File: src/rtl/fpb_pkg.sv
package fpb_pkg;
  typedef enum logic [1:0] {
    PORT_ADDR = 2'd0,
    PORT_DLO  = 2'd1,
    PORT_DHI  = 2'd2,
    PORT_CTRL = 2'd3
  } port_e;

  typedef enum logic [1:0] {
    LK_NONE = 2'd0,
    LK_TX   = 2'd1,
    LK_RX   = 2'd2
  } lock_e;

  localparam logic [7:0] TGT_TXF = 8'h20;
  localparam logic [7:0] TGT_RXF = 8'h22;
  localparam int CTL_CLR  = 0;
  localparam int CTL_DONE = 1;
endpackage

File: src/rtl/fpb_word_fifo.sv
module fpb_word_fifo #(
  parameter int W     = 16,
  parameter int DEPTH = 4
) (
  input  logic         clk_i,
  input  logic         rst_ni,
  input  logic         push_i,
  input  logic [W-1:0] din_i,
  input  logic         pop_i,
  output logic [W-1:0] dout_o,
  output logic         empty_o,
  output logic         full_o
);
  localparam int AW = (DEPTH > 1) ? $clog2(DEPTH) : 1;
  localparam int CW = $clog2(DEPTH + 1);

  logic [W-1:0]  mem_q [DEPTH];
  logic [AW-1:0] wr_q, rd_q;
  logic [CW-1:0] cnt_q;
  logic          do_push, do_pop;

  assign empty_o = (cnt_q == '0);
  assign full_o  = (cnt_q == CW'(DEPTH));
  assign do_push = push_i && !full_o;
  assign do_pop  = pop_i && !empty_o;
  assign dout_o  = mem_q[rd_q];

  function automatic logic [AW-1:0] nxt(input logic [AW-1:0] p);
    return (p == AW'(DEPTH - 1)) ? '0 : p + AW'(1);
  endfunction

  always_ff @(posedge clk_i) begin
    if (do_push) mem_q[wr_q] <= din_i;
  end

  always_ff @(posedge clk_i or negedge rst_ni) begin
    if (!rst_ni) begin
      wr_q  <= '0;
      rd_q  <= '0;
      cnt_q <= '0;
    end else begin
      if (do_push) wr_q <= nxt(wr_q);
      if (do_pop)  rd_q <= nxt(rd_q);
      case ({do_push, do_pop})
        2'b10:   cnt_q <= cnt_q + CW'(1);
        2'b01:   cnt_q <= cnt_q - CW'(1);
        default: cnt_q <= cnt_q;
      endcase
    end
  end
endmodule

File: src/rtl/fpb_guard.sv
module fpb_guard
  import fpb_pkg::*;
(
  input  logic       clk_i,
  input  logic       rst_ni,
  input  logic       acc_i,
  input  logic       we_i,
  input  port_e      port_i,
  input  logic [7:0] tgt_i,
  input  logic       tx_full_i,
  input  logic       rx_empty_i,
  input  logic       ctl_clr_i,
  input  logic       ctl_done_i,
  output logic       addr_acc_o,
  output logic       reg_acc_o,
  output logic       tx_lo_o,
  output logic       tx_push_o,
  output logic       rx_pop_o,
  output logic       rx_hi_o,
  output logic       viol_o,
  output logic       err_o,
  output lock_e      lock_o
);
  lock_e lock_q;
  logic  tx_recent_q, err_q;
  logic  is_tx, is_rx;

  assign is_tx  = (tgt_i == TGT_TXF);
  assign is_rx  = (tgt_i == TGT_RXF);
  assign lock_o = lock_q;
  assign err_o  = err_q;

  always_comb begin
    addr_acc_o = 1'b0;
    reg_acc_o  = 1'b0;
    tx_lo_o    = 1'b0;
    tx_push_o  = 1'b0;
    rx_pop_o   = 1'b0;
    rx_hi_o    = 1'b0;
    viol_o     = 1'b0;
    if (acc_i && port_i != PORT_CTRL) begin
      if (lock_q != LK_NONE) begin
        // only the matching high byte may follow a FIFO low byte
        if (port_i == PORT_DHI && lock_q == LK_TX && we_i)       tx_push_o = 1'b1;
        else if (port_i == PORT_DHI && lock_q == LK_RX && !we_i) rx_hi_o   = 1'b1;
        else                                                     viol_o    = 1'b1;
      end else if (port_i == PORT_ADDR) begin
        addr_acc_o = 1'b1;
      end else if (!is_tx && !is_rx) begin
        reg_acc_o = 1'b1;
      end else if (port_i == PORT_DHI) begin
        viol_o = 1'b1;
      end else if (is_tx) begin
        if (we_i && !tx_full_i) tx_lo_o = 1'b1;
        else                    viol_o  = 1'b1;
      end else begin
        if (!we_i && !rx_empty_i && !tx_recent_q) rx_pop_o = 1'b1;
        else                                      viol_o   = 1'b1;
      end
    end
  end

  always_ff @(posedge clk_i or negedge rst_ni) begin
    if (!rst_ni) begin
      lock_q      <= LK_NONE;
      tx_recent_q <= 1'b0;
      err_q       <= 1'b0;
    end else begin
      if (ctl_clr_i)                  lock_q <= LK_NONE;
      else if (tx_lo_o)               lock_q <= LK_TX;
      else if (rx_pop_o)              lock_q <= LK_RX;
      else if (tx_push_o || rx_hi_o)  lock_q <= LK_NONE;

      if (tx_lo_o)                       tx_recent_q <= 1'b1;
      else if (reg_acc_o || ctl_done_i)  tx_recent_q <= 1'b0;

      if (ctl_clr_i)   err_q <= 1'b0;
      else if (viol_o) err_q <= 1'b1;
    end
  end
endmodule

File: src/rtl/fifo_pair_bridge.sv
module fifo_pair_bridge
  import fpb_pkg::*;
#(
  parameter int NREG     = 4,
  parameter int TX_DEPTH = 4,
  parameter int RX_DEPTH = 4
) (
  input  logic        clk_i,
  input  logic        rst_ni,
  input  logic        acc_i,
  input  logic        we_i,
  input  logic [1:0]  port_i,
  input  logic [7:0]  wdata_i,
  output logic [7:0]  rdata_o,
  output logic        err_o,
  output logic [15:0] tx_data_o,
  output logic        tx_valid_o,
  input  logic        tx_ready_i,
  input  logic [15:0] rx_data_i,
  input  logic        rx_valid_i,
  output logic        rx_ready_o,
  output logic        rx_done_o
);
  localparam int IDX_W = (NREG > 1) ? $clog2(NREG) : 1;

  port_e       port_w;
  lock_e       lock_w;
  logic [7:0]  tgt_q, stage_q, hold_q, rdata_q;
  logic [7:0]  regs_q [NREG];
  logic        done_q;
  logic        is_ctrl, ctl_clr, ctl_done;
  logic        addr_acc_w, reg_acc_w, tx_lo_w, tx_push_w, rx_pop_w, rx_hi_w, viol_w;
  logic        tx_full_w, tx_empty_w, rx_full_w, rx_empty_w;
  logic [15:0] rx_word_w;
  logic        reg_hit;
  logic [IDX_W-1:0] reg_idx;

  assign port_w   = port_e'(port_i);
  assign is_ctrl  = acc_i && port_w == PORT_CTRL;
  assign ctl_clr  = is_ctrl && we_i && wdata_i[CTL_CLR];
  assign ctl_done = is_ctrl && we_i && wdata_i[CTL_DONE];
  assign reg_hit  = (tgt_q < 8'(NREG));
  assign reg_idx  = tgt_q[IDX_W-1:0];

  fpb_guard u_guard (
    .clk_i      (clk_i),
    .rst_ni     (rst_ni),
    .acc_i      (acc_i),
    .we_i       (we_i),
    .port_i     (port_w),
    .tgt_i      (tgt_q),
    .tx_full_i  (tx_full_w),
    .rx_empty_i (rx_empty_w),
    .ctl_clr_i  (ctl_clr),
    .ctl_done_i (ctl_done),
    .addr_acc_o (addr_acc_w),
    .reg_acc_o  (reg_acc_w),
    .tx_lo_o    (tx_lo_w),
    .tx_push_o  (tx_push_w),
    .rx_pop_o   (rx_pop_w),
    .rx_hi_o    (rx_hi_w),
    .viol_o     (viol_w),
    .err_o      (err_o),
    .lock_o     (lock_w)
  );

  fpb_word_fifo #(.W(16), .DEPTH(TX_DEPTH)) u_txf (
    .clk_i   (clk_i),
    .rst_ni  (rst_ni),
    .push_i  (tx_push_w),
    .din_i   ({wdata_i, stage_q}),
    .pop_i   (tx_ready_i),
    .dout_o  (tx_data_o),
    .empty_o (tx_empty_w),
    .full_o  (tx_full_w)
  );

  fpb_word_fifo #(.W(16), .DEPTH(RX_DEPTH)) u_rxf (
    .clk_i   (clk_i),
    .rst_ni  (rst_ni),
    .push_i  (rx_valid_i),
    .din_i   (rx_data_i),
    .pop_i   (rx_pop_w),
    .dout_o  (rx_word_w),
    .empty_o (rx_empty_w),
    .full_o  (rx_full_w)
  );

  assign tx_valid_o = !tx_empty_w;
  assign rx_ready_o = !rx_full_w;
  assign rdata_o    = rdata_q;
  assign rx_done_o  = done_q;

  generate
    for (genvar g = 0; g < NREG; g++) begin : g_reg
      always_ff @(posedge clk_i or negedge rst_ni) begin
        if (!rst_ni)                                                   regs_q[g] <= '0;
        else if (reg_acc_w && we_i && reg_hit && reg_idx == IDX_W'(g)) regs_q[g] <= wdata_i;
      end
    end
  endgenerate

  always_ff @(posedge clk_i or negedge rst_ni) begin
    if (!rst_ni) begin
      tgt_q   <= '0;
      stage_q <= '0;
      hold_q  <= '0;
      rdata_q <= '0;
      done_q  <= 1'b0;
    end else begin
      done_q <= ctl_done;
      if (addr_acc_w && we_i) tgt_q   <= wdata_i;
      if (tx_lo_w)            stage_q <= wdata_i;
      if (rx_pop_w)           hold_q  <= rx_word_w[15:8];
      if (acc_i && !we_i) begin
        if (is_ctrl)        rdata_q <= {7'b0, err_o};
        else if (addr_acc_w) rdata_q <= tgt_q;
        else if (reg_acc_w)  rdata_q <= reg_hit ? regs_q[reg_idx] : 8'h00;
        else if (rx_pop_w)   rdata_q <= rx_word_w[7:0];
        else if (rx_hi_w)    rdata_q <= hold_q;
        else                 rdata_q <= 8'h00;
      end
    end
  end
endmodule

File: config.mk
export PLATFORM = sky130hd
export DESIGN_NAME = fifo_pair_bridge
export DESIGN_NICKNAME = d
export VERILOG_FILES = /design/src/rtl/fpb_pkg.sv /design/src/rtl/fpb_word_fifo.sv /design/src/rtl/fpb_guard.sv /design/src/rtl/fifo_pair_bridge.sv
export SDC_FILE = /design/constraint.sdc
export NUM_CORES = 1
export LEC_CHECK = 0
export ABC_AREA = 1
export ABC_CLOCK_PERIOD_IN_PS = 2700
export BUFFER_PORTS_ARGS = -buffer_cell sky130_fd_sc_hd__buf_2
export CAP_MARGIN = 20
export CORE_ASPECT_RATIO = 1.4
export CORE_MARGIN = 5
export CORE_UTILIZATION = 33
export CTS_CLUSTER_SIZE = 10
export DETAILED_ROUTE_END_ITERATION = 8
export GPL_ROUTABILITY_DRIVEN = 1
export SYNTH_ARGS = -nofsm -noshare
export SYNTH_HDL_FRONTEND = slang
export SYNTH_SLANG_ARGS = --single-unit
export TNS_END_PERCENT = 100
File: constraint.sdc
create_clock -name clk_i -period 2.7 [get_ports clk_i]
set_input_delay 0.27 -clock clk_i [delete_from_list [all_inputs] [get_ports clk_i]]
set_output_delay 0.27 -clock clk_i [all_outputs]
set_load 0.005 [all_outputs]
==> out/qor.yml, run 1 <==
cts:
  clk_pin_slew_ns: 0.06
  numCtsBuffers: 25
  cts_hold_buf: 23
  clock_latency_ns: 0.50
  post_cts_buffers: 0
  ctsResizeCount: 0
  h-tree-depth: 1
  cts.sinks: 211
  cts-root-buf: "clkbuf_16"
  cts_tree: "built"
  clock_path_buffers: 3
route:
  ant_nets: 0
  wire_per_inst_um: 15.2
  remaining_drc_errors: 0
  wl_um: 19500
  drt_iter0_markers: 252
  drt-vias-per-instance: 4.66
  dr.pass1.iters: 4
  detailroute.via_count: 5982
setup_path:
  cp.arrival_ns: 2.79
  crit_required_ns: 3.08
  endpoint_kind: "flop"
  cp_max_fo: 6
  startpoint_type: "flop"
  critPathKind: "flop to flop"
synthesis:
  synth.most_common_cell: "nand2_1"
  synth_commonest_cells: "nand2_1 (195), edfxtp_1 (128), dfrtp_1 (83)"
  syn_area_sq_um: 8910
  ys_warn_count: 0
  synth-seq-area-share_pct: 66.4
  yosysUniqueCellTypes: 36
  yosys.area.top_type_share_pct: 43.1
  syn_area_per_cell_sq_um: 11.1
  synth_nets: 848
  synth_cells: 802
  ys_async_sr_fraction_pct: 39.3
  synth_area_leaders: "edfxtp_1 (43%), dfrtp_1 (23%), nand2_1 (8.2%)"
  yosysTopAreaCell: "edfxtp_1"
  synth_seq_cells: 211
  synth_edf_count: 128
  synth_ff_type: "edfxtp_1"
timing:
  timing.final.crit_period_ns: 2.41
  finalCritPeriodShare_pct: 89.2
  achievable-frequency_ghz: 0.415
  whs_ns: 0.00634
  setup_ws_ns: 0.292
  final.setup.tns_ns: 0
  tightest_slew_ns: 0.615
  rsz0062_at_grt: "no"
  hold_violations: 0
  slew_headroom_pct: 59.0
  finalClockSkew_ns: 0.0104
  finalMaxSlewViolations: 0
  setup_viol: 0
placement:
  dp_hpwl_um: 13100
  dp_cells: 1216
  port_buffers: 59
  dp_slack_ns: 0.322
  dpl_cell_area_sq_um: 9650
  place.gp.congestion: 0.829
grt:
  grt_overflow: 0
  first_global_vias: 5989
  grt_usage_pct: 12.8
  grt_first_pass_wirelength_um: 31300
  antenna_found_initial: 0
  grt_max_degree: 47
floorplan:
  coreArea_sq_um: 26700
  die_w_um: 149
  die_area_sq_um: 30400
  floorplan.rows: 71
  top_level_ports: 60
  initial_core_util_pct: 33.3
  die-height_um: 204
finish:
  stdcell_count: 1284
  drive_gt1_share_pct: 15.9
  fin_util_pct: 39.6
  area_delta_synth_final_pct: 18.8
  stdcell_area_sq_um: 10600
  final_nets: 947
  antenna_cells: 0
pwr:
  p_per_area_nw_per_um2: 896
  fin_total_pwr_mw: 9.49
  leakage_nw: 4.25
  max-vdd-ir-drop_v: 0.000622
worst_hold_path:
  hold_path.class: "primary input to flop"
outcome:
  outcome: "complete, no violations"
flow_run:
  drv_cap: 0
critical path, stage by stage (launching register included):
cell and delay [ns]:
dfrtp_1 0.47, inv_2 0.10, nand2_1 0.05, nor2_1 0.12
nand3_1 0.10, nor2_2 0.24, nand2_4 0.08, inv_2 0.06
ha_1 0.14, inv_1 0.07, fa_1 0.44, a21oi_1 0.14
o21ai_0 0.11, xor2_1 0.15
kinds of logic (layout without fill, tap and decap cells):
kind of cell	count (synthesis)	after routing	share of synthesized area [%]
AND/OR/NAND/NOR	308	308	15.1
flip-flops	211	211	66.4
AO/OA/AOI/OAI	187	187	12.1
buffers and inverters	78	195	3.83
adder cells (fa/ha/maj)	14	14	2.13
XOR/XNOR	4	4	0.393
per-layer routing:
| layer | track usage (%) | routed length [um] | vias to the layer above |
|---|---|---|---|
| met5 | 0 | 0 | - |
| met4 | 3.50 | 368 | 0 |
| met3 | 1.82 | 767 | 30 |
| met2 | 23.5 | 10200 | 110 |
| met1 | 15.6 | 8150 | 2871 |
| li1 | - | - | 2971 |
layout make-up:
cell class | count | area, sq um
clock inverters | 1 | 8.76
fillers | 2603 | 16200
well taps | 365 | 457
flip-flops and latches | 211 | 5920
clock buffers | 44 | 697
repair buffers | 100 | 663
inverters | 50 | 188
multi-input cells | 513 | 2650
final timing paths:
path	endpoint	start	slack [ns]	cells past startpoint
max	u_rxf.cnt_q[2]	tgt_q[0]	0.29	13
min	u_txf.mem_q[3][8]	wdata_i[0]	0.006	1
max reg2reg	u_rxf.cnt_q[2]	tgt_q[0]	0.29	13
min reg2reg	u_rxf.cnt_q[0]	u_rxf.cnt_q[0]	0.47	1
max in group asynchronous	rdata_o[5]	rst_ni	1.64	3
min in group asynchronous	stage_q[7]	rst_ni	0.32	2
state kept, by name, summed over array words and instances (netlist names), 8 cells and up:
name         count
hold_q           8
u_rxf.mem_q     64
stage_q          8
regs_q          32
rdata_o          8
tgt_q            8
u_txf.mem_q     64
cells in the final DEF (no fill, tap or decap), types with 23 or more instances in the layout:
master,n
a21oi_1,39
buf_2,58
clkbuf_16,25
dfrtp_1,83
dlygate4sd3_1,23
edfxtp_1,128
inv_1,44
nand2_1,195
nor2_1,67
o21ai_0,66
o21ai_1,28
o22ai_1,23
power breakdown:
group	total, mW	internal (mW)	switching, mW	leakage, nW
registers	4.21	3.94	0.263	2.19
clock network	2.94	1.73	1.21	0.335
logic	2.34	0.854	1.49	1.73
total	9.49	6.53	2.96	4.25
Note: power is estimated with default switching activity, not from simulation.
==> inputs of run 2 (changes only) <==
==> constraint.sdc (replaced) <==
create_clock -name clk_i -period 2.7 [get_ports clk_i]
set_input_delay 0.135 -clock clk_i [delete_from_list [all_inputs] [get_ports clk_i]]
set_output_delay 0.135 -clock clk_i [all_outputs]
set_load 0.005 [all_outputs]
==> out/qor.yml, run 2 (same netlist as run 1, synthesis figures left out) <==
grt:
  grt_usage_pct: 12.9  # was 12.8%
  first_global_vias: 5996  # was 5989
  antenna_found_initial: 0  # unchanged
  grt_overflow: 0  # unchanged
  grt_first_pass_wirelength_um: 31500  # was 31300 um
  grt_max_degree: 43  # was 47
cts:
  clock_latency_ns: 0.51  # was 0.50 ns
  h-tree-depth: 1  # unchanged
  cts-root-buf: "clkbuf_16"  # unchanged
  clock_path_buffers: 3  # unchanged
  clk_pin_slew_ns: 0.06  # about the same
  cts.sinks: 211  # unchanged
  numCtsBuffers: 25  # unchanged
  cts_tree: "built"  # unchanged
  ctsResizeCount: 0  # unchanged
floorplan:
  top_level_ports: 60  # unchanged
  coreArea_sq_um: 26700  # unchanged
  floorplan.rows: 71  # unchanged
  initial_core_util_pct: 33.3  # unchanged
  die_w_um: 149  # unchanged
  die-height_um: 204  # unchanged
  die_area_sq_um: 30400  # unchanged
finish:
  top_regs: "u_rxf.mem_q: 64 flops, u_txf.mem_q: 64 flops, regs_q: 32 flops"  # unchanged
  antenna_cells: 0  # unchanged
  layout_commonest_cell: "nand2_1"  # unchanged
  drive_gt1_share_pct: 16.0  # was 15.9%
  fin_util_pct: 39.7  # was 39.6%
  layout_common_cells: "nand2_1 (195), edfxtp_1 (128), dfrtp_1 (83)"  # unchanged
  area_delta_synth_final_pct: 19.0  # was 18.8%
  final_nets: 949  # was 947
route:
  drt-vias-per-instance: 4.65  # was 4.66
  wl_um: 19600  # was 19500 um
  ant_nets: 0  # unchanged
  detailroute.via_count: 5976  # was 5982
  drt_iter0_markers: 257  # was 252
  wire_per_inst_um: 15.3  # was 15.2 um
  dr.pass1.iters: 4  # unchanged
  remaining_drc_errors: 0  # unchanged
setup_path:
  crit_required_ns: 3.08  # about the same
  critPathKind: "flop to flop"  # unchanged
  cp_max_fo: 6  # unchanged
  endpoint_kind: "flop"  # unchanged
  startpoint_type: "flop"  # unchanged
  cp.arrival_ns: 2.78  # was 2.79 ns
pwr:
  p_per_area_nw_per_um2: 896  # about the same
  max-vdd-ir-drop_v: 0.000506  # was 0.000622 V
  leakage_nw: 4.26  # was 4.25 nW
timing:
  setup_viol: 0  # unchanged
  rsz0062_at_grt: "no"  # unchanged
  finalClockSkew_ns: 0.0122  # was 0.0104 ns
  final.setup.tns_ns: 0  # unchanged
  achievable-frequency_ghz: 0.416  # was 0.415 GHz
  timing.final.crit_period_ns: 2.40  # was 2.41 ns
  tightest_slew_ns: 0.583  # was 0.615 ns
  slew_headroom_pct: 61.2  # was 59.0%
  finalCritPeriodShare_pct: 89.1  # was 89.2%
  hold_violations: 0  # unchanged
  finalMaxSlewViolations: 0  # unchanged
outcome:
  outcome: "complete, no violations"  # unchanged
placement:
  port_buffers: 59  # unchanged
  dp_hpwl_um: 12900  # was 13100 um
  place.gp.congestion: 0.799  # was 0.829
flow_run:
  drv_cap: 0  # unchanged
worst_hold_path:
  hold_path.class: "primary input to flop"  # unchanged
==> run 2: per-stage QoR <==
| step | power (mW) | instance area [sq um] | setup slack, ns | hold WS (ns) | cells |
|---|---|---|---|---|---|
| 5_1_grt | 10.1 | 10600 | 0.0563 | 0.0337 | 1284 |
| 3_5_place_dp | 6.63 | 9650 | 0.324 | 0.178 | 1216 |
| 4_1_cts | 9.63 | 10600 | 0.281 | 0.000472 | 1284 |
| 6_report | 9.50 | 10600 | 0.295 | 0.0239 | 1284 |
| 3_3_place_gp | 6.59 | 9650 | 0.354 | 0.160 | 1216 |
| 2_1_floorplan | 5.80 | 8910 | 0.318 | -0.161 | 802 |
==> run 2: final timing paths <==
kind / slack, ns / cells past startpoint / endpoint / startpoint
setup / recovery: 0.30 / 13 / u_rxf.cnt_q[2] / tgt_q[0]
min in group asynchronous: 0.18 / 2 / u_txf.rd_q[0] / rst_ni
max in group asynchronous: 1.79 / 3 / hold_q[4] / rst_ni
hold / removal: 0.02 / 3 / rx_done_o / we_i
hold reg to reg: 0.48 / 1 / u_txf.cnt_q[0] / u_txf.cnt_q[0]
setup reg to reg: 0.30 / 13 / u_rxf.cnt_q[2] / tgt_q[0]
==> run 2: layout make-up <==
class	count	area (sq um)
clock buffer	42	699
clock inverter	1	7.51
timing repair buffer	102	683
inverter	50	188
fill	2590	16100
multi-input combinational	513	2650
sequential	211	5920
tap	365	457
==> run 2: metal layers <==
layer / global-route usage, % / up-vias / share of wire, %
met4: 3.70 / 0 / 2.3
met2: 23.1 / 125 / 51
met1: 15.9 / 2842 / 42
li1: - / 2978 / -
met5: 0 / - / 0
met3: 2.11 / 31 / 4.3
==> run 2: power breakdown <==
part           total [mW]  leakage [nW]  switching (mW)  internal (mW)
combinational        2.36          1.74            1.51          0.857
sequential           4.21          2.19           0.263           3.94
clock                2.93         0.334            1.19           1.74
total                9.50          4.26            2.96           6.54
==> run 2: worst max-delay path, cell delays in order (launching register included) <==
cell     delay (ns)
dfrtp_1        0.47
inv_2          0.10
nand2_1        0.05
nor2_1         0.12
nand3_1        0.10
nor2_2         0.24
nand2_4        0.08
inv_2          0.06
ha_1           0.13
inv_1          0.07
fa_1           0.44
a21oi_1        0.15
o21ai_0        0.11
xor2_1         0.15
==> run 2: timing repair <==
action                                 CTS  global route
buffers inserted                         0             0
hold buffers                            25             0
endpoints found under the hold margin  136             0
==> inputs of run 3 (changes only) <==
--- a/config.mk
+++ b/config.mk
@@ -5,7 +5,6 @@
 export SDC_FILE = /design/constraint.sdc
 export NUM_CORES = 1
 export LEC_CHECK = 0
-export ABC_AREA = 1
 export ABC_CLOCK_PERIOD_IN_PS = 2700
 export BUFFER_PORTS_ARGS = -buffer_cell sky130_fd_sc_hd__buf_2
 export CAP_MARGIN = 20
==> out/qor.yml, run 3 <==
setup_path:
  endpoint_kind: "flop"  # unchanged
  rr_worst_depth: 9  # was 13
  cp_max_fo: 5  # was 6
  r2r-end: "u_rxf.cnt_q[2]"  # unchanged
  r2r_slack_ns: 0.21  # was 0.30 ns
  startpoint_type: "flop"  # unchanged
  worstReg2RegStart: "u_guard.lock_o[1]"  # was tgt_q[0]
  endpoint: "u_rxf.cnt_q[2]"  # unchanged
  crit_required_ns: 3.12  # was 3.08 ns
  critPathLaunch: "u_guard.lock_o[1]"  # was tgt_q[0]
  critPathKind: "flop to flop"  # unchanged
  cp.arrival_ns: 2.91  # was 2.78 ns
finish:
  drive_gt1_share_pct: 36.3  # was 16.0%
  antenna_cells: 0  # unchanged
  top_regs: "u_rxf.mem_q: 64 flops, u_txf.mem_q: 64 flops, regs_q: 32 flops"  # unchanged
  area_delta_synth_final_pct: 20.5  # was 19.0%
  regArea_sq_um: 5920  # unchanged
  layout_common_cells: "edfxtp_1 (128), dfrtp_1 (83), buf_2 (58)"  # was nand2_1 (195), edfxtp_1 (128), dfrtp_1 (83)
  fillers: 2337  # was 2590
  multi_input_area_sq_um: 2630  # was 2650 sq um
  final_nets: 648  # was 949
  layout_commonest_cell: "edfxtp_1"  # was nand2_1
synthesis:
  synth_ff_type: "edfxtp_1"  # unchanged
  synth_nets: 532  # was 848
  yosys.area.top_type_share_pct: 44.3  # was 43.1%
  synth_area_leaders: "edfxtp_1 (44%), dfrtp_1 (24%), mux4_2 (10%)"  # was edfxtp_1 (43%), dfrtp_1 (23%), nand2_1 (8.2%)
  synth_seq_cells: 211  # unchanged
  synth_commonest_cells: "edfxtp_1 (128), dfrtp_1 (83), mux2_2 (52)"  # was nand2_1 (195), edfxtp_1 (128), dfrtp_1 (83)
  yosysUniqueCellTypes: 51  # was 36
  syn_area_per_cell_sq_um: 17.9  # was 11.1 sq um
  yosysTopAreaCell: "edfxtp_1"  # unchanged
  syn_area_sq_um: 8680  # was 8910 sq um
  ys_async_sr_fraction_pct: 39.3  # unchanged
  ys_warn_count: 0  # unchanged
  synth_edf_count: 128  # unchanged
  synth_cells: 486  # was 802
  synth.most_common_cell: "edfxtp_1"  # was nand2_1
  synth-seq-area-share_pct: 68.2  # was 66.4%
route:
  wl_um: 17100  # was 19600 um
  wire_per_inst_um: 18.1  # was 15.3 um
  drt-vias-per-instance: 4.99  # was 4.65
  detailroute.via_count: 4701  # was 5976
  remaining_drc_errors: 0  # unchanged
  ant_nets: 0  # unchanged
  dr.pass1.iters: 4  # unchanged
  drt_iter0_markers: 197  # was 257
placement:
  dp_slack_ns: 0.0711  # was 0.324 ns
  place.gp.congestion: 0.779  # was 0.799
  dp_hpwl_um: 11500  # was 12900 um
  port_buffers: 59  # unchanged
worst_hold_path:
  hold_path.class: "primary input to flop"  # unchanged
grt:
  grt_first_pass_wirelength_um: 27800  # was 31500 um
  grt_max_degree: 84  # was 43
  first_global_vias: 5112  # was 5996
  grt_overflow: 0  # unchanged
  antenna_found_initial: 0  # unchanged
  grt_usage_pct: 11.5  # was 12.9%
timing:
  final.setup.tns_ns: 0  # unchanged
  timing.final.crit_period_ns: 2.49  # was 2.40 ns
  hold_violations: 0  # unchanged
  finalMaxSlewViolations: 0  # unchanged
  setup_viol: 0  # unchanged
  finalClockSkew_ns: 0.0223  # was 0.0122 ns
  slew_headroom_pct: 46.8  # was 61.2%
  whs_ns: 0.00296  # was 0.0239 ns
  setup_ws_ns: 0.210  # was 0.295 ns
  rsz0062_at_grt: "no"  # unchanged
  tightest_slew_ns: 0.798  # was 0.583 ns
  achievable-frequency_ghz: 0.402  # was 0.416 GHz
  finalCritPeriodShare_pct: 92.2  # was 89.1%
floorplan:
  top_level_ports: 60  # unchanged
  die_area_sq_um: 29700  # was 30400 sq um
  floorplan.rows: 70  # was 71
  die_w_um: 147  # was 149 um
  coreArea_sq_um: 26000  # was 26700 sq um
  die-height_um: 202  # was 204 um
  initial_core_util_pct: 33.4  # was 33.3%
cts:
  cts_tree: "built"  # unchanged
  clock_path_buffers: 3  # unchanged
  h-tree-depth: 1  # unchanged
  clock_latency_ns: 0.51  # about the same
  numCtsBuffers: 25  # unchanged
  cts-root-buf: "clkbuf_16"  # unchanged
  clk_pin_slew_ns: 0.06  # about the same
  cts.sinks: 211  # unchanged
flow_run:
  drv_cap: 0  # unchanged
pwr:
  max-vdd-ir-drop_v: 0.000543  # was 0.000506 V
  fin_total_pwr_mw: 8.86  # was 9.50 mW
  leakage_nw: 4.11  # was 4.26 nW
  p_per_area_nw_per_um2: 847  # was 896 nW/um^2
outcome:
  outcome: "complete, no violations"  # unchanged
==> run 3: worst min path at each step <==
stage | startpoint | endpoint | slack (ns) | cells past startpoint
floorplan | rst_ni | hold_q[0] | -0.16 | 0
global placement | rx_data_i[7] | u_rxf.mem_q[0][7] | 0.34 | 1
detailed placement | rx_data_i[13] | u_rxf.mem_q[2][13] | 0.36 | 1
CTS | wdata_i[4] | u_txf.mem_q[0][12] | 0.002 | 1
global route | wdata_i[4] | u_txf.mem_q[0][12] | 0.005 | 1
finish | wdata_i[4] | u_txf.mem_q[0][12] | 0.003 | 1
==> run 3: area by class of cell <==
| type | instances | area share [%] |
|---|---|---|
| flip-flops and latches | 211 | 56.6 |
| inverters | 16 | 0.574 |
| well taps | 324 | 3.88 |
| repair buffers | 108 | 7.08 |
| clock inverters | 2 | 0.0957 |
| clock buffers | 42 | 6.59 |
| multi-input cells | 240 | 25.2 |
==> run 3: power by group <==
part,internal [mW],switching [mW],leakage [nW],total [mW]
Sequential,3.94,0.297,2.26,4.23
Clock,1.72,1.16,0.336,2.88
Combinational,0.914,0.836,1.51,1.75
Total,6.57,2.29,4.11,8.86
==> run 3: logic make-up after synthesis <==
| group | synth area share, % |
|---|---|
| buf+inv | 1.63 |
| mux | 18.5 |
| compound gates | 3.85 |
| flops | 68.2 |
| xor+xnor | 0.606 |
| simple gates | 5.02 |
| fa+ha+maj | 2.19 |
==> run 3: stage by stage <==
step / instance area [sq um] / std cells / utilization [%]
finish: 10500 / 943 / 40.2
global route: 10500 / 943 / 40.2
CTS: 10400 / 942 / 40.0
detailed placement: 9500 / 876 / 36.5
global placement: 9500 / 876 / 36.5
floorplan: 8680 / 486 / -
==> run 3: timing repair <==
action | 4_1_cts | 5_1_grt
hold buffers | 22 | 0
buffers inserted | 0 | 0
setup endpoints to repair | 0 | 1
gates resized for setup | 0 | 4
endpoints found under the hold margin | 167 | 0
==> run 3: critical path: stages (launching register included) <==
cell	delay [ns]
dfrtp_1	0.41
or3b_4	0.42
or2_4	0.30
nor3_4	0.16
ha_2	0.21
inv_1	0.06
fa_1	0.43
xor2_1	0.15
nor2_1	0.11
xor2_1	0.14
==> run 3: metal layers <==
layer	GRT usage (%)	share of wire, %
met1	14.2	41
met4	2.66	2.1
met3	2.38	4.8
met5	0	0
met2	20.7	52
